**config.mk**
```make
export PLATFORM = sky130hd
export DESIGN_NAME = txq_sched
export DESIGN_NICKNAME = d
export VERILOG_FILES = /design/src/rtl/txq_pkg.sv /design/src/rtl/txq_obj_bank.sv /design/src/rtl/txq_pick.sv /design/src/rtl/txq_ctl.sv /design/src/rtl/txq_sched.sv
export SDC_FILE = /design/constraint.sdc
export NUM_CORES = 1
export LEC_CHECK = 0
export ABC_AREA = 1
export CAP_MARGIN = 20
export CORE_UTILIZATION = 58
export CTS_CLUSTER_SIZE = 20
export DETAILED_ROUTE_END_ITERATION = 10
export DONT_BUFFER_PORTS = 1
export PLACE_DENSITY = 0.84
export SLEW_MARGIN = 40
export SYNTH_ARGS = -nofsm -noshare
export SYNTH_HDL_FRONTEND = slang
export SYNTH_SLANG_ARGS = --single-unit
```
**constraint.sdc**
```tcl
create_clock -name clk -period 1.9 [get_ports clk]
set_input_delay 0.095 -clock clk [delete_from_list [all_inputs] [get_ports clk]]
set_output_delay 0.095 -clock clk [all_outputs]
set_load 0.1 [all_outputs]
```
**src/rtl/txq_pkg.sv**
```systemverilog
package txq_pkg;

  typedef enum logic [0:0] {
    ST_IDLE   = 1'b0,
    ST_ACTIVE = 1'b1
  } txq_state_e;

  // Whether a finished attempt retires the request of the in-flight object.
  function automatic logic retire_on(input logic done, input logic fail,
                                     input logic retry, input logic renewed);
    logic r;
    if (done)      r = !renewed;
    else if (fail) r = !retry && !renewed;
    else           r = 1'b0;
    return r;
  endfunction

  // Whether the fresh-data flag is cleared along with the retirement.
  function automatic logic drop_newdat(input logic done, input logic renewed);
    return done && !renewed;
  endfunction

endpackage

```
**src/rtl/txq_obj_bank.sv**
```systemverilog
module txq_obj_bank #(
  parameter int N    = 32,
  parameter int ID_W = 11,
  localparam int IDX_W = (N > 1) ? $clog2(N) : 1
) (
  input  logic             clk,
  input  logic             rst_n,
  input  logic             cfg_we,
  input  logic [IDX_W-1:0] cfg_idx,
  input  logic             cfg_valid,
  input  logic             cfg_dir_tx,
  input  logic             cfg_rmt_en,
  input  logic [ID_W-1:0]  cfg_id,
  input  logic             cpu_set,
  input  logic             cpu_clr,
  input  logic [IDX_W-1:0] cpu_idx,
  input  logic             rx_remote,
  input  logic [ID_W-1:0]  rx_remote_id,
  input  logic             ret_rq,
  input  logic             ret_nd,
  input  logic [IDX_W-1:0] ret_idx,
  output logic [N-1:0]     pend_vec,
  output logic [N-1:0]     newdat_vec,
  output logic [N-1:0]     elig_vec,
  output logic [N-1:0]     rhit_vec
);

  logic [N-1:0] valid_q, dir_q, rmt_q;

  for (genvar i = 0; i < N; i++) begin : g_obj
    logic [ID_W-1:0] id_q;
    logic            hit_cfg, hit_set, hit_clr, hit_ret;

    assign hit_cfg = cfg_we  && (cfg_idx == IDX_W'(i));
    assign hit_set = cpu_set && (cpu_idx == IDX_W'(i));
    assign hit_clr = cpu_clr && (cpu_idx == IDX_W'(i));
    assign hit_ret = ret_rq  && (ret_idx == IDX_W'(i));

    assign rhit_vec[i] = rx_remote && valid_q[i] && dir_q[i] && rmt_q[i]
                         && (id_q == rx_remote_id);
    assign elig_vec[i] = valid_q[i] && dir_q[i] && pend_vec[i];

    always_ff @(posedge clk or negedge rst_n) begin
      if (!rst_n) begin
        valid_q[i] <= 1'b0;
        dir_q[i]   <= 1'b0;
        rmt_q[i]   <= 1'b0;
        id_q       <= '0;
      end else if (hit_cfg) begin
        valid_q[i] <= cfg_valid;
        dir_q[i]   <= cfg_dir_tx;
        rmt_q[i]   <= cfg_rmt_en;
        id_q       <= cfg_id;
      end
    end

    always_ff @(posedge clk or negedge rst_n) begin
      if (!rst_n) begin
        pend_vec[i]   <= 1'b0;
        newdat_vec[i] <= 1'b0;
      end else begin
        if (hit_clr)                      pend_vec[i] <= 1'b0;
        else if (hit_set || rhit_vec[i])  pend_vec[i] <= 1'b1;
        else if (hit_ret)                 pend_vec[i] <= 1'b0;

        if (hit_set)                      newdat_vec[i] <= 1'b1;
        else if (hit_ret && ret_nd)       newdat_vec[i] <= 1'b0;
      end
    end
  end

endmodule

```
**src/rtl/txq_pick.sv**
```systemverilog
module txq_pick #(
  parameter int N = 32,
  localparam int IDX_W = (N > 1) ? $clog2(N) : 1
) (
  input  logic [N-1:0]     req_vec,
  output logic             any,
  output logic [IDX_W-1:0] idx
);

  always_comb begin
    any = 1'b0;
    idx = '0;
    for (int i = N - 1; i >= 0; i--) begin
      if (req_vec[i]) begin
        any = 1'b1;
        idx = IDX_W'(i);
      end
    end
  end

endmodule

```
**src/rtl/txq_ctl.sv**
```systemverilog
module txq_ctl #(
  parameter int N = 32,
  localparam int IDX_W = (N > 1) ? $clog2(N) : 1
) (
  input  logic             clk,
  input  logic             rst_n,
  input  logic             retry_en,
  input  logic             core_ready,
  input  logic             pick_any,
  input  logic [IDX_W-1:0] pick_idx,
  input  logic             cpu_set,
  input  logic [IDX_W-1:0] cpu_idx,
  input  logic             tx_done,
  input  logic             tx_fail,
  output logic             tx_start,
  output logic             tx_busy,
  output logic [IDX_W-1:0] tx_idx,
  output logic             fail_evt,
  output logic             ev_launch,
  output logic             ev_end,
  output logic             ret_rq,
  output logic             ret_nd
);
  import txq_pkg::*;

  txq_state_e      state_q;
  logic [IDX_W-1:0] cur_q;
  logic            start_q, fail_q, renew_q;
  logic            act_done, act_fail;

  assign ev_launch = (state_q == ST_IDLE) && core_ready && pick_any;
  assign act_done  = (state_q == ST_ACTIVE) && tx_done;
  assign act_fail  = (state_q == ST_ACTIVE) && tx_fail && !tx_done;
  assign ev_end    = act_done || act_fail;
  assign ret_rq    = retire_on(act_done, act_fail, retry_en, renew_q);
  assign ret_nd    = drop_newdat(act_done, renew_q);

  always_ff @(posedge clk or negedge rst_n) begin
    if (!rst_n) begin
      state_q <= ST_IDLE;
      cur_q   <= '0;
      start_q <= 1'b0;
      fail_q  <= 1'b0;
      renew_q <= 1'b0;
    end else begin
      start_q <= ev_launch;
      fail_q  <= act_fail && !retry_en;
      if (ev_launch) begin
        state_q <= ST_ACTIVE;
        cur_q   <= pick_idx;
        renew_q <= 1'b0;
      end else if (ev_end) begin
        state_q <= ST_IDLE;
      end else if (state_q == ST_ACTIVE && cpu_set && cpu_idx == cur_q) begin
        renew_q <= 1'b1;
      end
    end
  end

  assign tx_start = start_q;
  assign tx_busy  = (state_q == ST_ACTIVE);
  assign tx_idx   = cur_q;
  assign fail_evt = fail_q;

endmodule

```
**src/rtl/txq_sched.sv**
```systemverilog
module txq_sched #(
  parameter int N    = 32,
  parameter int ID_W = 11,
  localparam int IDX_W = (N > 1) ? $clog2(N) : 1
) (
  input  logic             clk,
  input  logic             rst_n,
  input  logic             retry_en,
  input  logic             cfg_we,
  input  logic [IDX_W-1:0] cfg_idx,
  input  logic             cfg_valid,
  input  logic             cfg_dir_tx,
  input  logic             cfg_rmt_en,
  input  logic [ID_W-1:0]  cfg_id,
  input  logic             cpu_set,
  input  logic             cpu_clr,
  input  logic [IDX_W-1:0] cpu_idx,
  input  logic             rx_remote,
  input  logic [ID_W-1:0]  rx_remote_id,
  input  logic             core_ready,
  output logic             tx_start,
  output logic [IDX_W-1:0] tx_idx,
  output logic             tx_busy,
  input  logic             tx_done,
  input  logic             tx_fail,
  output logic             fail_evt,
  output logic [N-1:0]     pend_vec,
  output logic [N-1:0]     newdat_vec
);

  logic [N-1:0]     elig_vec, rhit_vec;
  logic             pick_any, ev_launch, ev_end, ret_rq, ret_nd;
  logic [IDX_W-1:0] pick_idx;

  txq_obj_bank #(.N(N), .ID_W(ID_W)) u_bank (
    .clk(clk), .rst_n(rst_n),
    .cfg_we(cfg_we), .cfg_idx(cfg_idx), .cfg_valid(cfg_valid),
    .cfg_dir_tx(cfg_dir_tx), .cfg_rmt_en(cfg_rmt_en), .cfg_id(cfg_id),
    .cpu_set(cpu_set), .cpu_clr(cpu_clr), .cpu_idx(cpu_idx),
    .rx_remote(rx_remote), .rx_remote_id(rx_remote_id),
    .ret_rq(ret_rq), .ret_nd(ret_nd), .ret_idx(tx_idx),
    .pend_vec(pend_vec), .newdat_vec(newdat_vec),
    .elig_vec(elig_vec), .rhit_vec(rhit_vec)
  );

  txq_pick #(.N(N)) u_pick (
    .req_vec(elig_vec), .any(pick_any), .idx(pick_idx)
  );

  txq_ctl #(.N(N)) u_ctl (
    .clk(clk), .rst_n(rst_n), .retry_en(retry_en), .core_ready(core_ready),
    .pick_any(pick_any), .pick_idx(pick_idx),
    .cpu_set(cpu_set), .cpu_idx(cpu_idx),
    .tx_done(tx_done), .tx_fail(tx_fail),
    .tx_start(tx_start), .tx_busy(tx_busy), .tx_idx(tx_idx),
    .fail_evt(fail_evt), .ev_launch(ev_launch), .ev_end(ev_end),
    .ret_rq(ret_rq), .ret_nd(ret_nd)
  );

endmodule

```
**Word level (Yosys, flattened, before mapping)**

Cells that the tools add are included.

- Bitwise logic cells: 1
- Reductions and logical operators: 468
- Mux-type cells: 231
- Equal/unequal tests: 127

Operators with widths:

| kind | number |
|---|---|
| 1-bit logical AND | 362 |
| 11-bit == test | 32 |
| 5-bit == test (second input constant) | 48 |
| 1-bit two-way mux | 199 |
| 5-bit two-way mux | 32 |
| 5-bit by 4-bit == test with 1-bit output (second input constant) | 24 |
| 3-bit nonzero test | 32 |
| 2-bit nonzero test | 34 |
| 5-bit by 3-bit == test with 1-bit output (second input constant) | 12 |
| 1-bit logical OR | 33 |
| 5-bit by 2-bit == test with 1-bit output (second input constant) | 6 |
| 5-bit by 1-bit == test with 1-bit output (second input constant) | 3 |
| 5-bit logical NOT | 3 |
| 5-bit == test | 1 |
| 1-bit logical NOT | 3 |
| 2-bit by 1-bit != test with 1-bit output (second input constant) | 1 |
| 2-bit AND reduction | 1 |
| 1-bit inverter | 1 |

- Flip-flop bits (word level): 521
- Word-level logic and storage cells: 1024
- Input port bits: 45

**Logic depth before layout (Yosys ltp)**

Gate-level depths: netlist of the first run.

- Depth in word-level cells: 37
- Depth in mapped cells: 34
- Depth with buffers taken out: 34

**By module**

Synthesis of the first run repeated with hierarchy kept, for this count alone.

- Cells, all modules: 4409
- Area, all modules: 29831.1 µm²

By module, submodules not included:

| module | area each (µm²) | cells an instance | seq. area each (µm²) | instances |
|---|---|---|---|---|
| txq_obj_bank | 28917.7 | 4242 | 12812.3 | 1 |
| txq_ctl | 470.5 | 60 | 225.2 | 1 |
| txq_pick | 442.9 | 107 | 0.0 | 1 |

**Least setup slack after synthesis of the first run**

No wires, ideal clock.

- Kind: reg2reg
- Start: register u_bank.pend_vec[30]
- End: register u_ctl.cur_q[0], in the netlist u_ctl.tx_idx[0]
- Slack: -0.843 ns
- Required time: 1.780 ns
- Stages on the path, launching flop included: 34
- Arrival: 2.622 ns
- Setup time: 0.120 ns
- Path buffers: 0
- Period minus slack after synthesis: 2.743 ns
- Cells stage by stage: dfrtp_1 -> nand3_1 -> nand2_1 -> nand2_1 -> nand2_1 -> nand2_1 -> nand2_1 -> nand2_1 -> nand2_1 -> nand2_1 -> nand2_1 -> nand2_1 -> nand2_1 -> nand2_1 -> nand2_1 -> nand2_1 -> nand2_1 -> nand2_1 -> nand2_1 -> nand2_1 -> nand2_1 -> nand2_1 -> nand2_1 -> nand2_1 -> nand2_1 -> nand2_1 -> nand2_1 -> nand2_1 -> nand2_1 -> nand2_1 -> nand2_1 -> nand2_1 -> nand2_1 -> nand2_1

- Cells in the longest elaborated chain, start to end: 33
- Elaborated cells on any way between the ends: 64
- Those cells by class: 62 x mux; 2 x reduce/logical

Ends and longest elaborated chain:

| element | RTL line | RTL |
|---|---|---|
| start: declaration | txq_obj_bank.sv:22 | `output logic [N-1:0] pend_vec,` |
| start signal: indexed assignment | txq_obj_bank.sv:59 | `pend_vec[i] <= 1'b0;` |
| start signal: indexed assignment | txq_obj_bank.sv:62 | `if (hit_clr) pend_vec[i] <= 1'b0;` |
| start signal: indexed assignment | txq_obj_bank.sv:63 | `else if (hit_set \|\| rhit_vec[i]) pend_vec[i] <= 1'b1;` |
| 1-bit logical AND * | txq_obj_bank.sv:41 | `assign elig_vec[i] = valid_q[i] && dir_q[i] && pend_vec[i];` |
| 1-bit two-way mux (31 in series) | txq_pick.sv:14 | `if (req_vec[i]) begin` |
| 1-bit logical AND | txq_ctl.sv:31 | `assign ev_launch = (state_q == ST_IDLE) && core_ready && pick_any;` |
| end signal: assignment | txq_ctl.sv:50 | `cur_q <= pick_idx;` |
| end: declaration | txq_ctl.sv:27 | `logic [IDX_W-1:0] cur_q;` |

Mark *: on every way between the ends. The rest lies on a longest branch, timed or not.
A chain may end at the register's enable or synchronous reset.

**Final worst setup path of the first run**

- Start: register u_bank.pend_vec[31]
- End: register u_ctl.cur_q[0], in the netlist u_ctl.tx_idx[0]

- Cells in the longest elaborated chain, start to end: 34
- Elaborated cells on any way between the ends: 66
- Those cells by class: 64 x mux; 2 x reduce/logical

Ends and longest elaborated chain:

| element | RTL line |
|---|---|
| 1-bit logical AND * | txq_obj_bank.sv:41 |
| 1-bit two-way mux (32 in series) | txq_pick.sv:14 |
| 1-bit logical AND | txq_ctl.sv:31 |

Marked as above.

==> results of run 1 <==
sequential cells by signal (all words and copies together), names as in the netlist:
name               count
u_ctl.tx_start         1
u_bank.dir_q          32
u_bank.pend_vec       32
u_ctl.renew_q          1
u_bank.rmt_q          32
u_ctl.fail_evt         1
u_ctl.tx_busy          1
u_bank.g_obj.id_q    352
u_bank.valid_q        32
u_ctl.tx_idx           5
u_bank.newdat_vec     32
critical path: cells and delay by family (launching register included):
kind / cells / cell delay [ns]
simple gates: 33 / 1.79
flops: 1 / 0.47
buf+inv: 1 / 0.07
worst max path at each step:
stage                        start               to  slack, ns
2_1_floorplan  u_bank.pend_vec[31]  u_ctl.tx_idx[0]      -0.36
3_3_place_gp   u_bank.pend_vec[31]  u_ctl.tx_idx[0]      -0.48
3_5_place_dp   u_bank.pend_vec[31]  u_ctl.tx_idx[0]      -0.48
4_1_cts        u_bank.pend_vec[31]  u_ctl.tx_idx[0]      -0.48
5_1_grt        u_bank.pend_vec[31]  u_ctl.tx_idx[0]      -0.90
6_report       u_bank.pend_vec[31]  u_ctl.tx_idx[0]      -0.52
layer usage:
| layer | GRT usage, % | vias to the layer above | share of wire (%) |
|---|---|---|---|
| li1 | - | 9231 | - |
| met1 | 45.9 | 10200 | 38 |
| met2 | 57.8 | 1251 | 46 |
| met3 | 8.85 | 293 | 10 |
| met4 | 19.9 | 2 | 5.8 |
| met5 | 0 | - | 0.017 |
repair_timing:
| action | CTS | global route |
|---|---|---|
| resized for setup | 2 | 25 |
| pin swaps | 8 | 14 |
| gates cloned | 0 | 0 |
| setup endpoints to repair | 3 | 18 |
| endpoints found under the hold margin | 612 | 521 |
| setup buffers | 0 | 3 |
where the power goes:
group          total (mW)  leakage (nW)  internal (mW)  switching (mW)
registers            15.1          6.62           13.4            1.72
logic                10.2          5.62           3.18            7.06
clock network        10.2         0.846           5.88            4.34
cells by family (layout without fill, tap and decap cells):
logic type	Yosys count	in the layout	share of synthesized area, %
AOI/OAI and AO/OA	551	551	11.7
and+or+nand+nor	999	999	17.9
xor gates and xnor gates	346	346	12.4
DFF	521	521	53.1
buffers and inverters	308	463	4.86
area by class of cell:
class / instances / area (um^2)
Clock inverter: 19 / 154
Fill cell: 2891 / 12900
Tap cell: 532 / 666
Inverter: 133 / 504
Timing Repair Buffer: 235 / 1940
Multi-Input combinational cell: 1896 / 10400
Sequential cell: 521 / 13100
Clock buffer: 76 / 1540
synth_stat cells (10+ instances only):
master    number
a21oi_1       10
buf_2         28
clkbuf_1     144
dfrtp_1      521
inv_1        125
nand2_1      641
nand3_1       85
nand3_2       11
nand4_1       94
nor2_1        75
nor3_1        32
nor4_1        41
o21ai_0      467
o21ai_1       37
xnor2_1      165
xor2_1       181
per-stage QoR:
step | hold WS, ns | total power, mW
after floorplan | -0.201 | 22.4
after global placement | -0.190 | 24.5
after detailed placement | -0.190 | 24.9
after CTS | -0.820 | 35.4
after global routing | -0.821 | 37.0
final | -0.796 | 35.6
==> results.ini, run 1 <==
[cells_and_area]
layout_common_cells = nand2_1 (639), dfrtp_1 (483), o21ai_0 (466)
final_area_mm2 = 0.0284
area_growth_pct = 15.6
drive_gt1_share_pct = 12.8
final_cells = 3412
final_nets = 2883
final_util_pct = 68.7
layout_commonest_cell = nand2_1
n_antenna_cell = 0

[worst_setup_path]
path_max_fanout = 2
rr_startpoint = u_bank.pend_vec[31]
worst-setup-path-type = register to register
reg2reg_to = u_ctl.tx_idx[0]
worst-endpoint-required_ns = 2.38
reg2reg_depth = 34
critPathSlowestCell = dfrtp_4
worstSetupEndpointType = register
start_kind = register
slowest_delay_ns = 0.47
crit_path_frequent_cell = nand2_1
r2r_setup_slack_ns = -0.52
cp_data_arrival_time_ns = 2.90

[route]
drc = 0
antenna_left = 0
vias = 21000
drtPass1Iterations = 6
wl_per_cell_um = 22.9
avgViaCountPerCell = 6.16
first_iter_violations = 2746
totalWireLength_um = 78200

[logic_synthesis]
avgSynthCellArea_um2 = 9.00
yosysTopAreaCell = dfrtp_1
synth_top_area_share_pct = 53.1
syn-num-nets = 2770
synthCells = 2725
yosysWarningCount = 0
dominantRegCellSynth = dfrtp_1
synth_edf_count = 0
synth.distinct_cells = 37
synthArstFlopShare_pct = 100
ys_seq_area_share_pct = 53.1
synthesis.area_mm2 = 0.0245
synth_area_leaders = dfrtp_1 (53%), nand2_1 (9.8%), o21ai_0 (9.5%), xor2_1 (6.5%), xnor2_1 (5.9%)
ys_ff_latch = 521

[placed_design]
place_ws_ns = -0.479
place_area_mm2 = 0.0260
portBuffers = 0
placedCellCount = 3268
place.gp.congestion = 1.04
dp_hpwl_um = 46700

[floorplan]
dieHeight_um = 208
core_mm2 = 0.0413
start_util_pct = 59.4
io_pins = 117
rows = 74
die_width_um = 208
die_area_mm2 = 0.0431

[timing]
fin_skew_ns = 0.0134
post-route-min-period_ns = 2.42
fmax_mhz = 414
worst_pin_slew_ns = 1.58
slew-limit-headroom_pct = -5.53
hold_ws_ns = -0.796
hold_viol_final = 521
tns_ns = -0.651
slew_viol_final = 246
setup_viol = 2
period_share_pct = 127
layout_setup_ws_ns = -0.516
rsz0062_at_grt = yes

[clocking]
cts_buffers = 51
clk_latency_ns = 0.60
hold_buffers = 46
cts_buffer_depth = 3
cts_tree = done
clockRootBuffer = clkbuf_16
cts_num_sinks = 521
htreeDepth = 2
path_clk_slew_ns = 0.07

[global_routing]
grt_pass1_wl_um = 119000
grt_pass1_vias = 20600
overflow = 0
grt_usage_pct = 36.3
antenna_found_initial = 1
grt_max_degree = 522

[pwr]
ir_drop_mv = 0.848
cellLeakagePower_nw = 13.1
p_per_area_mw_per_mm2 = 1260

[run_status]
status = finished with violations
violations = negative hold slack, max-slew violations, negative setup slack

[run]
drv_cap = 0

[min_path]
hold_class = input pin to asynchronous set/reset pin

Note: power is estimated with default switching activity, not from simulation.
==> inputs of run 2 (changes only) <==
--- a/config.mk
+++ b/config.mk
@@ -7,11 +7,12 @@
 export LEC_CHECK = 0
 export ABC_AREA = 1
 export CAP_MARGIN = 20
-export CORE_UTILIZATION = 58
+export CORE_UTILIZATION = 60
+export CTS_BUF_LIST = sky130_fd_sc_hd__clkbuf_4 sky130_fd_sc_hd__clkbuf_8
 export CTS_CLUSTER_SIZE = 20
 export DETAILED_ROUTE_END_ITERATION = 10
 export DONT_BUFFER_PORTS = 1
-export PLACE_DENSITY = 0.84
+export PLACE_DENSITY = 0.87
 export SLEW_MARGIN = 40
 export SYNTH_ARGS = -nofsm -noshare
 export SYNTH_HDL_FRONTEND = slang
==> results.ini, run 2 (synthesized netlist as in run 1, its figures left out) <==
[placed_design]
placedCellCount = 3243  ; -0.76%
portBuffers = 0  ; unchanged
dp_hpwl_um = 46400  ; -0.48%
place.gp.congestion = 1.03  ; -0.63%

[timing]
rsz0062_at_grt = yes
worst_pin_slew_ns = 1.63  ; +0.0448 ns
hold_viol_final = 522  ; +0.19%
period_share_pct = 131  ; +3.6 points
layout_setup_ws_ns = -0.584  ; -0.0686 ns
tns_ns = -0.626  ; +0.0258 ns
slew-limit-headroom_pct = -8.52  ; -3.0 points
fmax_mhz = 402  ; -2.8%
hold_ws_ns = -0.893  ; -0.0971 ns
slew_viol_final = 174  ; -29%
post-route-min-period_ns = 2.48  ; +0.0686 ns
setup_viol = 2  ; unchanged
fin_skew_ns = 0.0531  ; +0.0397 ns

[route]
first_iter_violations = 3288  ; +20%
antenna_left = 0  ; unchanged
wl_per_cell_um = 24.0  ; +4.6%
vias = 22300  ; +6.2%
drc = 0  ; unchanged
totalWireLength_um = 83000  ; +6.1%
avgViaCountPerCell = 6.44  ; +4.6%
drtPass1Iterations = 6  ; unchanged

[worst_setup_path]
crit_path_frequent_cell = nand2_1
slowest_delay_ns = 0.48  ; about the same
start_kind = register
worst-setup-path-type = register to register
path_max_fanout = 2  ; unchanged
cp_data_arrival_time_ns = 3.05  ; +0.15 ns
critPathSlowestCell = dfrtp_4
worstSetupEndpointType = register
worst-endpoint-required_ns = 2.46  ; +0.08 ns

[run]
drv_cap = 0  ; unchanged

[run_status]
status = finished with violations
violations = negative hold slack, max-slew violations, negative setup slack

[cells_and_area]
drive_gt1_share_pct = 14.6  ; +1.8 points
layout_commonest_cell = nand2_1
largest_reg_flops = 352  ; unchanged
final_util_pct = 71.4  ; +2.7 points
final_cells = 3463  ; +1.5%
layout_common_cells = nand2_1 (630), dfrtp_1 (483), o21ai_0 (466)
largest-register = u_bank.g_obj.id_q
final_nets = 2917  ; +1.2%
area_growth_pct = 16.4

[pwr]
p_per_area_mw_per_mm2 = 1270  ; +1.1%
internal_power_mw = 22.5  ; about the same
p_sw_share_pct = 38.0  ; +1.1 points
cellLeakagePower_nw = 13.2  ; +0.89%
p_switching_mw = 13.8  ; +4.8%
p_clk_share_pct = 29.2  ; +0.5 points
p_total_mw = 36.2  ; +1.8%
power_frac_comb_pct = 28.7  ; about the same
ir_drop_mv = 0.674  ; -21%
p_seq_share_pct = 42.1  ; -0.4 points

[min_path]
hold_class = input pin to asynchronous set/reset pin

[floorplan]
die_width_um = 204  ; -1.7%
core_mm2 = 0.0400  ; -3.1%
dieHeight_um = 204  ; -1.7%
io_pins = 117  ; unchanged
die_area_mm2 = 0.0417  ; -3.3%
start_util_pct = 61.3  ; +1.9 points
rows = 73  ; -1.4%

[global_routing]
overflow = 0  ; unchanged
grt_max_degree = 522  ; unchanged
grt_pass1_wl_um = 125000  ; +5.2%
grt_pass1_vias = 22100  ; +7.0%
grt_usage_pct = 40.0  ; +3.7 points
antenna_found_initial = 5  ; +4

[clocking]
cts_num_sinks = 521  ; unchanged
clockRootBuffer = clkbuf_8
cts_buffers = 84  ; +65%
path_clk_slew_ns = 0.06  ; about the same
cts_tree = done
htreeDepth = 3  ; +1
cts_buffer_depth = 3  ; unchanged
clk_latency_ns = 0.70  ; +0.10 ns

run 2: path summary, 6_finish.rpt:
check | start | endpoint | slack (ns) | cells past startpoint
worst max register to register | u_bank.pend_vec[31] | u_ctl.tx_idx[0] | -0.58 | 34
max in group asynchronous | rst_n | u_ctl.tx_busy | 1.28 | 0
worst max-delay path | u_bank.pend_vec[31] | u_ctl.tx_idx[0] | -0.58 | 34
worst min register to register | u_bank.newdat_vec[15] | u_bank.newdat_vec[15] | 0.49 | 2
worst min-delay path | rst_n | u_bank.dir_q[15] | -0.89 | 0
min in group clk | rx_remote_id[10] | u_bank.pend_vec[20] | -0.03 | 6
run 2: routing by layer:
layer  track usage, %  part of all wire, %  vias to the layer above
met5                0                0.055                        -
met4             26.3                  7.4                        8
met3             13.2                   14                      505
met2             61.8                   44                     1776
met1             48.0                   34                    10700
li1                 -                    -                     9307
run 2: power by group through the flow:
stage | clock network (mW) | registers (mW) | logic [mW]
after floorplan | 0 | 18.2 | 4.21
after global placement | 0 | 15.1 | 9.30
after detailed placement | 0 | 15.3 | 9.62
after CTS | 10.4 | 15.1 | 10.0
after global routing | 11.1 | 15.4 | 11.1
final | 10.6 | 15.3 | 10.4
run 2: worst max-delay path: cells and delay by family (launching register included):
kind	cells	cell delay (ns)
and+or+nand+nor	33	1.84
buffers and inverters	1	0.07
DFF	1	0.48
run 2: per-stage QoR:
step           worst slack [ns]  instance area (um^2)
4_1_cts                  -0.485                 28400
3_5_place_dp             -0.431                 25900
2_1_floorplan            -0.362                 24600
5_1_grt                  -0.822                 28500
3_3_place_gp             -0.496                 25900
6_report                 -0.584                 28600
run 2: layout make-up:
type	count	area, um^2
Inverter	133	509
Fill cell	2618	11500
Sequential cell	521	13100
Antenna cell	2	5.00
Tap cell	525	657
Clock inverter	15	184
Clock buffer	135	1630
Multi-Input combinational cell	1896	10500
Timing Repair Buffer	236	1990
run 2: what timing repair did:
| item | in CTS | in global routing |
|---|---|---|
| pin swaps | 9 | 21 |
| hold buffers | 60 | 2 |
| gates resized for setup | 2 | 30 |
| hold endpoints to repair | 948 | 522 |
| endpoints found under the setup margin | 3 | 12 |
| setup buffers | 2 | 8 |
